--- src/rtl/adc_regif_pkg.sv ---
package adc_regif_pkg;
  localparam int unsigned OFS_CTRL   = 0;
  localparam int unsigned OFS_RESULT = 4;

  localparam int unsigned CH_LSB    = 24;
  localparam int unsigned CH_W      = 4;
  localparam int unsigned IE_BIT    = 21;
  localparam int unsigned RSEL_BIT  = 19;
  localparam int unsigned FLAG_BIT  = 18;
  localparam int unsigned EN_BIT    = 17;
  localparam int unsigned SRST_BIT  = 16;
  localparam int unsigned BUSY_BIT  = 14;
  localparam int unsigned DIV_LSB   = 1;
  localparam int unsigned DIV_W     = 8;

  localparam logic [31:0] CTRL_INIT = 32'h000C_0001;

  typedef enum logic [1:0] {DV_IDLE, DV_BUSY, DV_READY} div_state_e;
endpackage

--- src/rtl/adc_seq.sv ---
module adc_seq #(
  parameter int unsigned DIV_W = 8,
  parameter int unsigned TICKS = 20
) (
  input  logic             clk,
  input  logic             rst,
  input  logic             start,
  input  logic             cancel,
  input  logic [DIV_W-1:0] div,
  output logic             running,
  output logic             done
);
  localparam int unsigned MAX_CYC = TICKS * 2 * (1 << DIV_W);
  localparam int unsigned CNT_W   = $clog2(MAX_CYC + 1);

  logic [CNT_W-1:0] cnt;
  logic [CNT_W-1:0] load_val;
  logic             fin;

  assign load_val = CNT_W'(2 * TICKS) * (CNT_W'(div) + CNT_W'(1)) - CNT_W'(1);
  assign fin      = running && (cnt == '0);
  assign done     = fin && !start && !cancel;

  always_ff @(posedge clk) begin
    if (rst) begin
      running <= 1'b0;
      cnt     <= '0;
    end else if (cancel) begin
      running <= 1'b0;
    end else if (start) begin
      running <= 1'b1;
      cnt     <= load_val;
    end else if (fin) begin
      running <= 1'b0;
    end else if (running) begin
      cnt <= cnt - CNT_W'(1);
    end
  end


  start_runs_chk: assert property (@(posedge clk) disable iff (rst)
    (start && !cancel) |=> running);


  cancel_stops_chk: assert property (@(posedge clk) disable iff (rst)
    cancel |=> !running);
endmodule

--- src/rtl/adc_ratio_div.sv ---
module adc_ratio_div
  import adc_regif_pkg::*;
#(
  parameter int unsigned NUM_W = 22,
  parameter int unsigned RES_W = 10
) (
  input  logic             clk,
  input  logic             rst,
  input  logic             start,
  input  logic [NUM_W-1:0] num,
  input  logic [NUM_W-1:0] den,
  output logic [RES_W-1:0] quo,
  output logic             ready
);
  localparam int unsigned STEP_W = $clog2(RES_W + 1);
  localparam logic [RES_W-1:0] QMAX = '1;

  div_state_e        st;
  logic [NUM_W-1:0]  rem;
  logic [NUM_W-1:0]  den_q;
  logic [STEP_W-1:0] step;
  logic [NUM_W:0]    shifted;
  logic              fits;

  assign shifted = {rem, 1'b0};
  assign fits    = shifted >= {1'b0, den_q};
  assign ready   = (st == DV_READY);

  always_ff @(posedge clk) begin
    if (rst) begin
      st    <= DV_IDLE;
      rem   <= '0;
      den_q <= '0;
      step  <= '0;
      quo   <= '0;
    end else if (start) begin
      if (num >= den) begin
        quo <= QMAX;
        st  <= DV_READY;
      end else begin
        rem   <= num;
        den_q <= den;
        quo   <= '0;
        step  <= STEP_W'(RES_W);
        st    <= DV_BUSY;
      end
    end else if (st == DV_BUSY) begin
      if (fits) begin
        rem <= NUM_W'(shifted - {1'b0, den_q});
        quo <= {quo[RES_W-2:0], 1'b1};
      end else begin
        rem <= NUM_W'(shifted);
        quo <= {quo[RES_W-2:0], 1'b0};
      end
      step <= step - STEP_W'(1);
      if (step == STEP_W'(1)) st <= DV_READY;
    end
  end


  clamp_chk: assert property (@(posedge clk) disable iff (rst)
    (start && (num >= den)) |=> (ready && quo == QMAX));
endmodule

--- src/rtl/adc_regif.sv ---
module adc_regif
  import adc_regif_pkg::*;
#(
  parameter int unsigned NUM_CH     = 8,
  parameter int unsigned SMP_W      = 22,
  parameter int unsigned RES_W      = 10,
  parameter int unsigned ADDR_W     = 12,
  parameter int unsigned CONV_TICKS = 20
) (
  input  logic                    clk,
  input  logic                    rst,
  input  logic                    reg_en,
  input  logic                    reg_we,
  input  logic [ADDR_W-1:0]       reg_addr,
  input  logic [31:0]             reg_wdata,
  output logic [31:0]             reg_rdata,
  input  logic [NUM_CH*SMP_W-1:0] smp_flat,
  input  logic [SMP_W-1:0]        ref_int,
  input  logic [SMP_W-1:0]        ref_ext,
  output logic                    irq
);
  localparam int unsigned SEL_W = (NUM_CH > 1) ? $clog2(NUM_CH) : 1;

  logic [SMP_W-1:0] smp_arr [NUM_CH];
  logic [31:0]      ctrl_q, ctrl_nx, wr_val;
  logic [31:0]      data_q, data_nx;
  logic             chan_ok_q;
  logic             ctrl_wr, data_wr, srst, start, cancel;
  logic             seq_running, seq_done;
  logic [CH_W-1:0]  ch_sel;
  logic             ch_ok;
  logic [SMP_W-1:0] op_num, op_den;
  logic [RES_W-1:0] div_quo;
  logic             div_ready;

  genvar gi;
  generate
    for (gi = 0; gi < NUM_CH; gi++) begin : g_unpack
      assign smp_arr[gi] = smp_flat[gi*SMP_W +: SMP_W];
    end
  endgenerate

  assign ctrl_wr = reg_en && reg_we && (reg_addr == ADDR_W'(OFS_CTRL));
  assign data_wr = reg_en && reg_we && (reg_addr == ADDR_W'(OFS_RESULT));

  always_comb begin
    wr_val           = reg_wdata;
    wr_val[FLAG_BIT] = reg_wdata[FLAG_BIT] ? 1'b0 : ctrl_q[FLAG_BIT];
  end

  assign srst   = ctrl_wr && reg_wdata[SRST_BIT];
  assign start  = ctrl_wr && !srst && wr_val[EN_BIT] && wr_val[BUSY_BIT] && !ctrl_q[BUSY_BIT];
  assign cancel = srst || (ctrl_wr && wr_val[EN_BIT] && !wr_val[BUSY_BIT]);

  assign ch_sel = wr_val[CH_LSB +: CH_W];
  assign ch_ok  = (32'(ch_sel) < NUM_CH);
  assign op_num = ch_ok ? smp_arr[ch_sel[SEL_W-1:0]] : '0;
  assign op_den = wr_val[RSEL_BIT] ? ref_int : ref_ext;

  adc_seq #(
    .DIV_W (DIV_W),
    .TICKS (CONV_TICKS)
  ) u_seq (
    .clk     (clk),
    .rst     (rst),
    .start   (start),
    .cancel  (cancel),
    .div     (wr_val[DIV_LSB +: DIV_W]),
    .running (seq_running),
    .done    (seq_done)
  );

  adc_ratio_div #(
    .NUM_W (SMP_W),
    .RES_W (RES_W)
  ) u_div (
    .clk   (clk),
    .rst   (rst),
    .start (start),
    .num   (op_num),
    .den   (op_den),
    .quo   (div_quo),
    .ready (div_ready)
  );

  always_comb begin
    ctrl_nx = ctrl_wr ? wr_val : ctrl_q;
    data_nx = data_q;
    if (srst) begin
      ctrl_nx = CTRL_INIT;
      data_nx = '0;
    end else if (seq_done) begin
      ctrl_nx[BUSY_BIT] = 1'b0;
      if (chan_ok_q) begin
        data_nx = {{(32-RES_W){1'b0}}, div_quo};
        if (ctrl_nx[IE_BIT]) ctrl_nx[FLAG_BIT] = 1'b1;
      end
    end
  end

  always_ff @(posedge clk) begin
    if (rst) begin
      ctrl_q    <= CTRL_INIT;
      data_q    <= '0;
      chan_ok_q <= 1'b0;
      irq       <= 1'b0;
      reg_rdata <= '0;
    end else begin
      ctrl_q <= ctrl_nx;
      data_q <= data_nx;
      irq    <= ctrl_nx[FLAG_BIT] && ctrl_nx[IE_BIT];
      if (start) chan_ok_q <= ch_ok;
      if (reg_en && !reg_we) begin
        if (reg_addr == ADDR_W'(OFS_CTRL))        reg_rdata <= ctrl_q;
        else if (reg_addr == ADDR_W'(OFS_RESULT)) reg_rdata <= data_q;
        else                                      reg_rdata <= '0;
      end
    end
  end


  data_ro_chk: assert property (@(posedge clk) disable iff (rst)
    (data_wr && !seq_done) |=> $stable(data_q));


  bad_chan_chk: assert property (@(posedge clk) disable iff (rst)
    (seq_done && !chan_ok_q && !ctrl_wr) |=> ($stable(data_q) && !irq));


  w1c_chk: assert property (@(posedge clk) disable iff (rst)
    (ctrl_wr && reg_wdata[FLAG_BIT] && !reg_wdata[SRST_BIT] && !seq_done)
      |=> (!irq && !ctrl_q[FLAG_BIT]));


  soft_rst_chk: assert property (@(posedge clk) disable iff (rst)
    srst |=> (ctrl_q == CTRL_INIT && data_q == '0 && !seq_running));


  div_ready_chk: assert property (@(posedge clk) disable iff (rst)
    seq_done |-> div_ready);
endmodule

--- config.mk ---
export PLATFORM = sky130hd
export DESIGN_NAME = adc_regif
export DESIGN_NICKNAME = d
export VERILOG_FILES = /design/src/rtl/adc_regif_pkg.sv /design/src/rtl/adc_seq.sv /design/src/rtl/adc_ratio_div.sv /design/src/rtl/adc_regif.sv
export SDC_FILE = /design/constraint.sdc
export NUM_CORES = 1
export LEC_CHECK = 0
export ABC_AREA = 1
export BUFFER_PORTS_ARGS = -buffer_cell sky130_fd_sc_hd__buf_2
export CAP_MARGIN = 10
export CORE_MARGIN = 5
export CORE_UTILIZATION = 50
export CTS_CLUSTER_DIAMETER = 30
export DETAILED_ROUTE_END_ITERATION = 16
export PLACE_DENSITY = 0.76
export SETUP_SLACK_MARGIN = 0.2
export SYNTH_ARGS = -nofsm -noshare
export SYNTH_HDL_FRONTEND = slang
export SYNTH_SLANG_ARGS = --single-unit
--- constraint.sdc ---
create_clock -name clk -period 4.19 [get_ports clk]
set_clock_uncertainty 0.05 [all_clocks]
set_input_delay 0.419 -clock clk [delete_from_list [all_inputs] [get_ports clk]]
set_output_delay 0.419 -clock clk [all_outputs]
set_load 0.02 [all_outputs]
; After elaboration in Yosys (flattened, before gate mapping)
; Cells that the tools add are included.
[totals]
out_inout_bits = 33
register_bits = 151
elab_cells = 101
in_bits = 268
[classes]
n_addsub = 5
multipliers = 1
bitwise = 3
reduce_logical = 35
mux = 34
magnitude_cmp = 4
eq_ne = 5
[op_table]
columns = operator, n
row1 = $mux 22, 9
row2 = $bmux 22 s3, 1
row3 = $mux 14, 3
row4 = $mux 10, 4
row5 = $mux 32, 1
row6 = $sub 14x1->14 const B, 2
row7 = $ge 23x22->1, 1
row8 = $ge 22x22->1, 1
row9 = $sub 22x22->22, 1
row10 = $logic_and 1x1->1, 14
row11 = $logic_not 14->1, 1
row12 = $mul 3x14->11 const A, 1
row13 = $eq 12x3->1 const B, 1
row14 = $logic_not 12->1, 1
row15 = $mux 4, 3
row16 = $add 8x1->9 const B, 1
row17 = $mux 1, 8
row18 = $mux 2, 4
row19 = $reduce_and 2->1, 4
row20 = $reduce_bool 2->1, 4
row21 = $logic_not 1->1, 6
row22 = $eq 4x1->1 const B, 1
row23 = $ge 4x4->1 const B, 1
row24 = $lt 4x4->1 const B, 1
row25 = other kinds (11), 13

; Logic depth before layout (Yosys ltp)
; Gate-level depths: netlist of run 1.
[depth]
depth_word = 14
ltp_mapped = 23
ltp_nobuf = 21

; Hierarchy
; A second synthesis of run 1 with hierarchy kept.
[hier_totals]
hier_cells = 1871
hier_area_um2 = 11703.7
[modules_own_cells]
columns = mod, cells_per_inst, seq_area_each_um2, n_inst, area_per_inst_um2
row1 = adc_ratio_div, 824, 1201.2, 1, 5131.2
row2 = adc_regif, 762, 1521.5, 1, 4858.4
row3 = adc_seq, 285, 300.3, 1, 1714.1

; Worst setup path after synthesis of run 1
; Ideal clock, no wire load.
[synth_timing]
path_kind = input to register
from = in reg_wdata[24]
to = reg u_div.rem[6]
arrival_ns = 2.927
setup_time_ns = 0.115
cell_stages = 20
required_time_ns = 4.025
path_buffers = 4
setup_slack_ns = 1.098
cell_sequence = buf_2 -> clkinv_1 -> buf_4 -> buf_2 -> o21ai_0 -> o21ai_0 -> o21ai_0 -> a31oi_1 -> ha_1 -> nand2_1 -> inv_1 -> nand2_1 -> nand2_1 -> a21oi_1 -> nand4_1 -> o21ai_4 -> buf_6 -> nand2_1 -> nor2_1 -> nor2_1
[synth_via]
elab_chain_len = 8
elab_cells_between_ends = 11
cone_classes = order compare (2) / eq/ne (1) / mux (6) / bitwise (1) / reduce/logical (1)
[synth_rtl]
columns = element, line
row1 = from (decl), adc_regif.sv:15  ; input logic [31:0] reg_wdata,
row2 = $not 3->4 (implied by the code), adc_regif.sv:57  ; assign op_num = ch_ok ? smp_arr[ch_sel[SEL_W-1:0]] : '0;
row3 = $bmux 22 s3, adc_regif.sv:57
row4 = $mux 22 (implied by the code) (2 in series), adc_regif.sv:57
row5 = $mux 22 *, adc_regif.sv:57
row6 = $ge 22x22->1, adc_ratio_div.sv:37  ; if (num >= den) begin
row7 = $ne 2x2->1 (no line), --
row8 = $reduce_and 2->1 (no line), --
row9 = to (signal assigned), adc_ratio_div.sv:41  ; rem <= num;
row10 = to (signal assigned), adc_ratio_div.sv:49  ; rem <= NUM_W'(shifted - {1'b0, den_q});
row11 = to (signal assigned), adc_ratio_div.sv:52  ; rem <= NUM_W'(shifted);
row12 = to (decl), adc_ratio_div.sv:19  ; logic [NUM_W-1:0] rem;
; Every way passes the cells marked *; elsewhere a longest branch is shown, timed or not. The select of a mux whose other input is x is not followed.
; A chain may end at the register's enable or synchronous reset.

; Worst setup path in the final report of run 1
[layout_timing]
from = in reg_wdata[25]
to = reg u_div.step[0]
[layout_via]
elab_chain_len = 8
elab_cells_between_ends = 9
cone_classes = order compare (2) / eq/ne (1) / mux (4) / bitwise (1) / reduce/logical (1)
[layout_rtl]
columns = element, line
row1 = $not 3->4 (implied by the code), adc_regif.sv:57
row2 = $bmux 22 s3, adc_regif.sv:57
row3 = $mux 22 (implied by the code) (2 in series), adc_regif.sv:57
row4 = $mux 22 *, adc_regif.sv:57
row5 = $ge 22x22->1 *, adc_ratio_div.sv:37
row6 = $ne 2x2->1 (no line) *, --
row7 = $reduce_and 2->1 (no line) *, --
row8 = to (signal assigned), adc_ratio_div.sv:44  ; step <= STEP_W'(RES_W);
row9 = to (signal assigned), adc_ratio_div.sv:55  ; step <= step - STEP_W'(1);
row10 = to (decl), adc_ratio_div.sv:21  ; logic [STEP_W-1:0] step;
; Marks and branches as above.

==> flow_summary.json, run 1 <==
{
  "r2r_slack_ns": 0.93,
  "setup_viol": 0,
  "die_h_um": 160,
  "slew_viol_final": 0,
  "p_seq_share_pct": 40.1,
  "max_freq_mhz": 280,
  "critPathArrivalTime_ns": 3.84,
  "drt_first_pass_iters": 6,
  "synth_largest_area_cell": "dfxtp_1",
  "worst_ir_drop_vdd_mv": 0.223,
  "overflow": 0,
  "tns_ns": 0,
  "pwr-share-clk_pct": 42.0,
  "dp_hpwl_mm": 29.2,
  "drive_above_1_share_pct": 18.5,
  "netSwitchingPower_mw": 1.09,
  "cts_buffer_depth": 2,
  "io_pins": 301,
  "routed_wl_mm": 37.8,
  "yosysTopAreaCellShare_pct": 26.7,
  "syn-num-nets": 2173,
  "antenna_found_initial": 2,
  "syn_area_per_cell_sq_um": 6.14,
  "grt_setup_unrepaired": "no",
  "seq_area_frac_synth_pct": 26.7,
  "clk_pin_slew_ns": 0.06,
  "cts_made_buffers": 17,
  "max_cap_violations": 0,
  "gp_congestion": 0.911,
  "grt_pass1_vias": 12198,
  "hold_viol": 0,
  "area_growth_pct": 19.4,
  "die_x_um": 160,
  "fin_crit_ns": 3.58,
  "ys_seq_elements": 151,
  "fillerInstances": 2154,
  "portBuffers": 300,
  "worst_slew_pin_slew_ns": 1.03,
  "start_kind": "input pin",
  "synthTopCellsByArea": "dfxtp_1 (27%), nand2_1 (15%), nor2_1 (9.8%), o21ai_0 (7.4%), ha_1 (6.6%)",
  "multi_input_area_sq_um": 7120,
  "post_drt_wl_per_cell_um": 15.8,
  "drt_iter0_markers": 1061,
  "cts_setup_buffers": 0,
  "cts_tree": "built",
  "end_kind": "register",
  "start_util_pct": 50.3,
  "netlist_area_sq_um": 11300,
  "worstPathRequired_ns": 4.45,
  "fin_nets": 2421,
  "ant_nets": 0,
  "dieArea_sq_um": 25800,
  "grt.total_usage_pct": 28.3,
  "drc_errors": 0,
  "synth_edf_count": 0,
  "num_rows": 55,
  "place_area_sq_um": 12900,
  "critPathMaxFanout": 53,
  "powerDensity_nw_per_um2": 270,
  "p_total_mw": 3.65,
  "via_per_inst": 5.44,
  "internal_power_mw": 2.56,
  "grt_max_degree": 89,
  "min_path_type": "in -> reg",
  "core_sq_um": 22500,
  "status": "completed",
  "p_leak_nw": 6.68,
  "cts-root-buf": "clkbuf_16",
  "synth_ff_type": "dfxtp_1",
  "synth_cell_types": 47,
  "vias": 12998,
  "fin_util_pct": 60.1,
  "path_class": "in -> reg",
  "hold_ws_ns": 0.181,
  "stdcell_area_sq_um": 13500,
  "netlist_instances": 1843,
  "slew-limit-headroom_pct": 31.0,
  "swShare_pct": 29.8,
  "yosysWarnings": 0,
  "regArea_sq_um": 3020,
  "grt_pass1_wl_mm": 60.2,
  "combinationalPowerShare_pct": 17.9,
  "cts.sinks": 151,
  "ys_async_sr_fraction_pct": 0,
  "htreeDepth": 4,
  "finalCritPeriodShare_pct": 85.3,
  "clk-insertion-delay-late_ns": 0.43
}
-- cells in the mapped netlist (15+ instances only) --
cell / count
a211oi_1: 22
a21oi_1: 115
a31oi_1: 24
buf_2: 24
clkbuf_1: 51
dfxtp_1: 151
ha_1: 60
inv_1: 191
mux2i_1: 22
nand2_1: 462
nand3_1: 92
nor2_1: 297
o211ai_1: 15
o21ai_0: 168
o21ai_1: 20
o22ai_1: 23
xor2_1: 15
-- kinds of logic after synthesis --
family | Yosys count | synth area share (%)
compound gates | 393 | 19.0
xor+xnor | 24 | 1.86
fa+ha+maj | 62 | 6.98
buf+inv | 290 | 10.5
flops | 151 | 26.7
mux | 22 | 1.94
simple gates | 901 | 33.0
-- stage by stage --
step	instances	setup slack [ns]
after floorplan	1843	1.10
after global placement	2356	0.414
after detailed placement	2356	0.320
after CTS	2387	0.721
after global routing	2389	0.289
final	2389	0.614
-- cells in the final DEF, fill, tap and decap left out, types with 6 or more instances in the layout --
cell type / count
nand2_1: 462
buf_2: 300
nor2_1: 296
inv_1: 191
o21ai_0: 168
dfxtp_1: 151
a21oi_1: 115
nand3_1: 92
ha_1: 60
o22ai_1: 23
a31oi_1: 23
mux2i_1: 22
a211oi_1: 22
o21ai_1: 20
clkbuf_16: 17
buf_4: 16
xor2_1: 15
o211ai_1: 15
xnor2_1: 9
nand4_1: 9
nor2_2: 7
inv_6: 6
-- power by group through the flow --
stage / Clock, mW / Sequential, mW / Combinational, mW
6_report: 1.53 / 1.46 / 0.654
4_1_cts: 1.54 / 1.46 / 0.646
5_1_grt: 1.60 / 1.46 / 0.730
2_1_floorplan: 0 / 1.51 / 0.364
3_3_place_gp: 0 / 1.49 / 0.633
3_5_place_dp: 0 / 1.49 / 0.642
-- area by class of cell --
cell class | instances | area share [%]
clock buffer | 17 | 3.15
sequential | 151 | 22.4
inverter | 200 | 5.56
clock inverter | 14 | 1.17
multi-input combinational | 1402 | 52.7
tap | 285 | 2.64
antenna | 1 | 0.0185
timing repair buffer | 319 | 12.4
-- sequential cells by signal (all words and copies together) (netlist names) --
signal,cells
ctrl_q,32
u_seq.running,1
u_div.step,4
u_div.quo,10
u_seq.cnt,14
irq,1
u_div.rem,22
reg_rdata,32
data_q,10
u_div.den_q,22
chan_ok_q,1
u_div.st,2
-- metal layers --
layer,track usage [%],part of all wire (%),up-vias
li1,-,-,6492
met1,37.8,43,5875
met2,46.2,46,544
met3,4.18,7.1,85
met4,11.2,3.8,2
met5,0,0.019,-
-- path summary, 6_finish.rpt --
kind | start | end | depth (start not counted)
max | reg_wdata[25] | u_div.step[0] | 17
min | reg_wdata[0] | ctrl_q[0] | 3
max reg2reg | u_div.den_q[5] | u_div.quo[0] | 14
min reg2reg | ctrl_q[13] | ctrl_q[13] | 2
-- repair_timing --
item / in CTS / in global routing
hold buffers: 0 / 0
hold endpoints to repair: 0 / 0
endpoints found under the setup margin: 0 / 14
gates resized for setup: 0 / 1
-- critical path: stages --
cell and delay [ns]:
buf_2 0.09, buf_4 0.40, o21ai_0 0.15, o21ai_0 0.15, o21ai_0 0.10, a31oi_1 0.41
ha_1 0.33, nand2_1 0.09, inv_1 0.06, nand2_1 0.06, nand2_1 0.06, a21oi_1 0.15
nand4_1 0.31, nand2_1 0.18, nand2_1 0.42, o21ai_0 0.36, inv_1 0.06
Power figures use the tool's default switching activity.
==> run 2, diff against run 1 <==
--- a/config.mk
+++ b/config.mk
@@ -16,4 +16,5 @@
 export SETUP_SLACK_MARGIN = 0.2
 export SYNTH_ARGS = -nofsm -noshare
 export SYNTH_HDL_FRONTEND = slang
+export SYNTH_HIERARCHICAL = 1
 export SYNTH_SLANG_ARGS = --single-unit
==> flow_summary.json, run 2 <==
{
  "status": "completed",
  "rr_endpoint": "u_div/rem[5]",
  "drc_errors": 0,
  "cts_buffer_depth": 2,
  "hold_viol": 0,
  "antenna_found_initial": 1,
  "diodes": 0,
  "critPathArrivalTime_ns": 3.79,
  "combinationalPowerShare_pct": 19.1,
  "path_cells": "buf_2 -> inv_2 -> buf_4 -> nor2_1 -> o21ai_1 -> o21ai_0 -> nor2_1 -> ha_1 -> nand2_1 -> nor2_1 -> o21ai_0 -> nand3_1 -> nand2_1 -> nand2_1 -> nor2_1 -> nand2_2 -> nand2_2 -> inv_2 -> nand2_1 -> nand3_1 -> inv_1",
  "slew-limit-headroom_pct": 29.4,
  "cp-endpoint": "u_div/rem[5]",
  "drive_above_1_share_pct": 20.8,
  "area_growth_pct": 17.9,
  "internal_power_mw": 2.51,
  "syn_area_per_cell_sq_um": 6.26,
  "powerDensity_nw_per_um2": 261,
  "drt_iter0_markers": 1075,
  "gp_congestion": 1.02,
  "worst_ir_drop_vdd_mv": 0.182,
  "die_x_um": 163,
  "cts-root-buf": "clkbuf_16",
  "start_util_pct": 50.3,
  "finalCritPeriodShare_pct": 83.0,
  "tns_ns": 0,
  "ctsHoldBuffers": 0,
  "critPathMaxFanout": 31,
  "routed_wl_mm": 39.6,
  "setup_viol": 0,
  "r2r_slack_ns": 1.42,
  "max_freq_mhz": 288,
  "start_kind": "input pin",
  "cts_tree": "built",
  "path_class": "in -> reg",
  "fillerInstances": 2304,
  "swShare_pct": 30.2,
  "clk-insertion-delay-late_ns": 0.43,
  "cts.sinks": 151,
  "p_seq_share_pct": 40.6,
  "layout.cells.non_filler": 2444,
  "pwr-share-clk_pct": 40.3,
  "rr_worst_depth": 11,
  "core_sq_um": 23300,
  "regToRegStartpoint": "ctrl_q[14]",
  "fin_crit_ns": 3.48,
  "netSwitchingPower_mw": 1.09,
  "pre_cts_ws_ns": 0.330,
  "p_leak_nw": 6.86,
  "cts_made_buffers": 17,
  "worstPathRequired_ns": 4.50,
  "post_drt_wl_per_cell_um": 16.2,
  "netlist_instances": 1870,
  "overflow": 0,
  "cts_setup_buffers": 0,
  "stdcell_area_sq_um": 13800,
  "layout_commonest_cell": "nand2_1",
  "grt_pass1_wl_mm": 62.3,
  "slew_viol_final": 0,
  "htreeDepth": 4,
  "worst_slew_pin_slew_ns": 1.05,
  "ant_nets": 0,
  "max_stage_delay_ns": 0.41,
  "fin_nets": 2442,
  "layout_setup_ws_ns": 0.713,
  "postCtsResizedCells": 0,
  "hold_depth": 3,
  "syn-num-nets": 2200,
  "dieArea_sq_um": 26600,
  "yosysWarnings": 6,
  "top_regs": "ctrl_q (32), reg_rdata (32)",
  "dpl.cell_count": 2412,
  "grt_setup_unrepaired": "no",
  "end_kind": "register",
  "grt_max_degree": 90,
  "worst_path_max_delay_cell": "nand2_2",
  "die_h_um": 163,
  "grt.total_usage_pct": 29.0,
  "drt_first_pass_iters": 6,
  "via_per_inst": 5.35,
  "clk_pin_slew_ns": 0.06,
  "num_rows": 56,
  "dp_hpwl_mm": 31.2,
  "final_cell_mix": "nand2_1 (420), buf_2 (300), nor2_1 (250), inv_1 (222), o21ai_0 (201)",
  "grt_pass1_vias": 12213,
  "startpoint": "reg_wdata[24]",
  "portBuffers": 300,
  "min_path_type": "in -> reg",
  "vias": 13065,
  "place_area_sq_um": 13200,
  "max_cap_violations": 0,
  "netlist_area_sq_um": 11700,
  "io_pins": 301
}
-- run 2: layout make-up --
type	instances	area (sq um)	share of cell area [%]
Multi-Input combinational cell	1395	7320	53.0
Sequential cell	151	3020	21.9
Timing Repair Buffer	313	1620	11.8
Inverter	234	878	6.37
Clock buffer	18	439	3.18
Tap cell	319	399	2.89
Clock inverter	14	114	0.825
-- run 2: metal layers --
| layer | vias to the layer above | routed length (um) | global-route usage, % |
|---|---|---|---|
| li1 | 6548 | - | - |
| met1 | 5888 | 16800 | 37.1 |
| met2 | 554 | 18800 | 49.7 |
| met3 | 73 | 2610 | 4.40 |
| met4 | 2 | 1310 | 9.87 |
| met5 | - | 11 | 0 |
-- run 2: worst min path at each step --
| stage | startpoint | to | slack (ns) |
|---|---|---|---|
| after floorplan | u_div/den_q[7] | u_div/den_q[7] | 0.38 |
| after global placement | ctrl_q[18] | reg_rdata[18] | 0.39 |
| after detailed placement | ctrl_q[18] | reg_rdata[18] | 0.40 |
| after CTS | reg_wdata[23] | ctrl_q[23] | 0.18 |
| after global routing | reg_wdata[31] | ctrl_q[31] | 0.19 |
| final | reg_wdata[0] | ctrl_q[0] | 0.19 |
-- run 2: per-stage QoR --
| stage | hold WS (ns) | power [mW] | utilization, % |
|---|---|---|---|
| final | 0.191 | 3.60 | 59.3 |
| after global routing | 0.192 | 3.76 | 59.3 |
| after CTS | 0.182 | 3.61 | 59.3 |
| after detailed placement | 0.398 | 2.17 | 56.9 |
| after global placement | 0.392 | 2.16 | 56.9 |
| after floorplan | 0.383 | 1.90 | - |
-- run 2: power by group through the flow --
stage,clock network [mW],registers (mW),logic (mW)
2_1_floorplan,0,1.51,0.388
5_1_grt,1.54,1.46,0.764
3_5_place_dp,0,1.49,0.675
6_report,1.45,1.46,0.687
3_3_place_gp,0,1.49,0.667
4_1_cts,1.47,1.46,0.681
-- run 2: worst max-delay path: cells and delay by family --
family | cells | cell delay (ns)
buffers and inverters | 5 | 1.08
and+or+nand+nor | 12 | 1.65
AOI/OAI and AO/OA | 3 | 0.34
adders and majority gates | 1 | 0.29
==> run 3, diff against run 2 <==
==> constraint.sdc (replaced) <==
create_clock -name clk -period 3.57 [get_ports clk]
set_clock_uncertainty 0.05 [all_clocks]
set_input_delay 0.357 -clock clk [delete_from_list [all_inputs] [get_ports clk]]
set_output_delay 0.357 -clock clk [all_outputs]
set_load 0.02 [all_outputs]
==> flow_summary.json, run 3 (same netlist as run 2, synthesis figures left out) <==
{
  "status": "completed",
  "worstPathRequired_ns": 3.84,
  "rr_endpoint": "irq",
  "die_h_um": 163,
  "grt_setup_unrepaired": "no",
  "post_drt_wl_per_cell_um": 16.1,
  "dp_hpwl_mm": 31.4,
  "drt_iter0_markers": 1150,
  "critPathMaxFanout": 43,
  "layout_commonest_cell": "nand2_1",
  "io_pins": 301,
  "ant_nets": 0,
  "routed_wl_mm": 39.5,
  "tns_ns": 0,
  "rr_worst_depth": 16,
  "max_cap_violations": 0,
  "setup_viol": 0,
  "clk_pin_slew_ns": 0.07,
  "hold_viol": 0,
  "cts.sinks": 151,
  "cp-endpoint": "u_div/rem[3]",
  "drive_above_1_share_pct": 21.0,
  "cts_tree": "built",
  "powerDensity_nw_per_um2": 310,
  "overflow": 0,
  "slew-limit-headroom_pct": 35.7,
  "top_regs": "ctrl_q (32), reg_rdata (32)",
  "start_util_pct": 50.3,
  "vias": 13202,
  "cts-root-buf": "clkbuf_16",
  "end_kind": "register",
  "die_x_um": 163,
  "finalCritPeriodShare_pct": 88.5,
  "max_stage_delay_ns": 0.54,
  "area_growth_pct": 18.7,
  "grt_pass1_wl_mm": 62.1,
  "startpoint": "reg_wdata[24]",
  "p_leak_nw": 6.91,
  "drc_errors": 0,
  "grt.total_usage_pct": 28.9,
  "r2r_slack_ns": 0.92,
  "hold_ws_ns": 0.128,
  "drt_first_pass_iters": 6,
  "cts_setup_buffers": 0,
  "max_freq_mhz": 317,
  "min_path_type": "in -> reg",
  "worst_slew_pin_slew_ns": 0.958,
  "grt_pass1_vias": 12639,
  "cts_buffer_depth": 2,
  "fin_crit_ns": 3.16,
  "htreeDepth": 4,
  "postCtsResizedCells": 0,
  "clk-insertion-delay-late_ns": 0.43,
  "worst_path_max_delay_cell": "mux2i_1",
  "num_rows": 56,
  "regToRegStartpoint": "u_seq/cnt[0]",
  "antenna_found_initial": 2,
  "start_kind": "input pin",
  "fin_nets": 2448,
  "critPathArrivalTime_ns": 3.43,
  "portBuffers": 300,
  "ctsHoldBuffers": 0,
  "cts_made_buffers": 17,
  "path_cells": "buf_2 -> buf_12 -> mux2i_1 -> o22ai_1 -> nor2_1 -> nor2_1 -> ha_1 -> nand2_1 -> inv_1 -> nand3_1 -> nor2_1 -> nand2_1 -> nand2_1 -> nor2_1 -> nand2_2 -> nand2_2 -> inv_2 -> nand2_1 -> nand3_1 -> inv_1",
  "grt_max_degree": 61,
  "final_cell_mix": "nand2_1 (420), buf_2 (300), nor2_1 (250), inv_1 (222), o21ai_0 (201)",
  "via_per_inst": 5.38,
  "core_sq_um": 23300,
  "gp_congestion": 1.04,
  "path_class": "in -> reg",
  "slew_viol_final": 0,
  "worst_ir_drop_vdd_mv": 0.248,
  "dieArea_sq_um": 26600
}
run 3: cell types whose count changed in the layout (fill, tap and decap cells not counted), sizes merged:
cell,previous run,this run
buf,313,319
clkbuf,18,20
bufinv,0,1
diode,0,2
clkinv,5,7
inv,240,235
run 3: per-layer routing:
metal	vias up	wire length, um	global-route usage, %
met4	0	1480	12.0
met3	91	2950	5.49
li1	6565	-	-
met5	-	0	0
met2	555	18900	50.9
met1	5991	16200	34.4
run 3: worst min-delay path by stage:
| stage | from | endpoint | slack, ns | cells past startpoint |
|---|---|---|---|---|
| final | reg_wdata[30] | ctrl_q[30] | 0.13 | 3 |
| after global routing | reg_wdata[31] | ctrl_q[31] | 0.12 | 3 |
| after CTS | reg_wdata[31] | ctrl_q[31] | 0.12 | 3 |
| after detailed placement | ctrl_q[18] | reg_rdata[18] | 0.40 | 2 |
| after global placement | ctrl_q[16] | ctrl_q[16] | 0.39 | 2 |
| after floorplan | u_div/den_q[7] | u_div/den_q[7] | 0.38 | 2 |
run 3: critical path, delay by kind of cell:
family	cells	cell delay, ns
AOI/OAI and AO/OA	1	0.19
adders and majority gates	1	0.30
buffers and inverters	5	0.88
muxes	1	0.54
and+or+nand+nor	12	1.13
run 3: final cells by class:
type	count	area, sq um
fill	2270	9370
clock inverter	12	119
antenna	2	5.00
timing repair buffer	319	1680
multi-input combinational	1395	7320
inverter	234	878
sequential	151	3020
clock buffer	20	467
tap	319	399
run 3: through the flow:
step / cells / util [%] / area (sq um) / worst slack (ns) / power [mW]
after detailed placement: 2418 / 57.2 / 13300 / 0.111 / 2.56
after floorplan: 1870 / - / 11700 / 0.806 / 2.23
after CTS: 2450 / 59.7 / 13900 / 0.553 / 4.31
final: 2452 / 59.7 / 13900 / 0.411 / 4.31
after global routing: 2452 / 59.7 / 13900 / 0.244 / 4.49
after global placement: 2418 / 57.2 / 13300 / 0.169 / 2.55
run 3: power by group:
| part | total [mW] | switching [mW] | leakage, nW | internal (mW) |
|---|---|---|---|---|
| Combinational | 0.821 | 0.498 | 5.41 | 0.323 |
| Sequential | 1.71 | 0.00982 | 1.22 | 1.70 |
| Clock | 1.77 | 0.747 | 0.279 | 1.02 |
| Total | 4.31 | 1.25 | 6.91 | 3.05 |
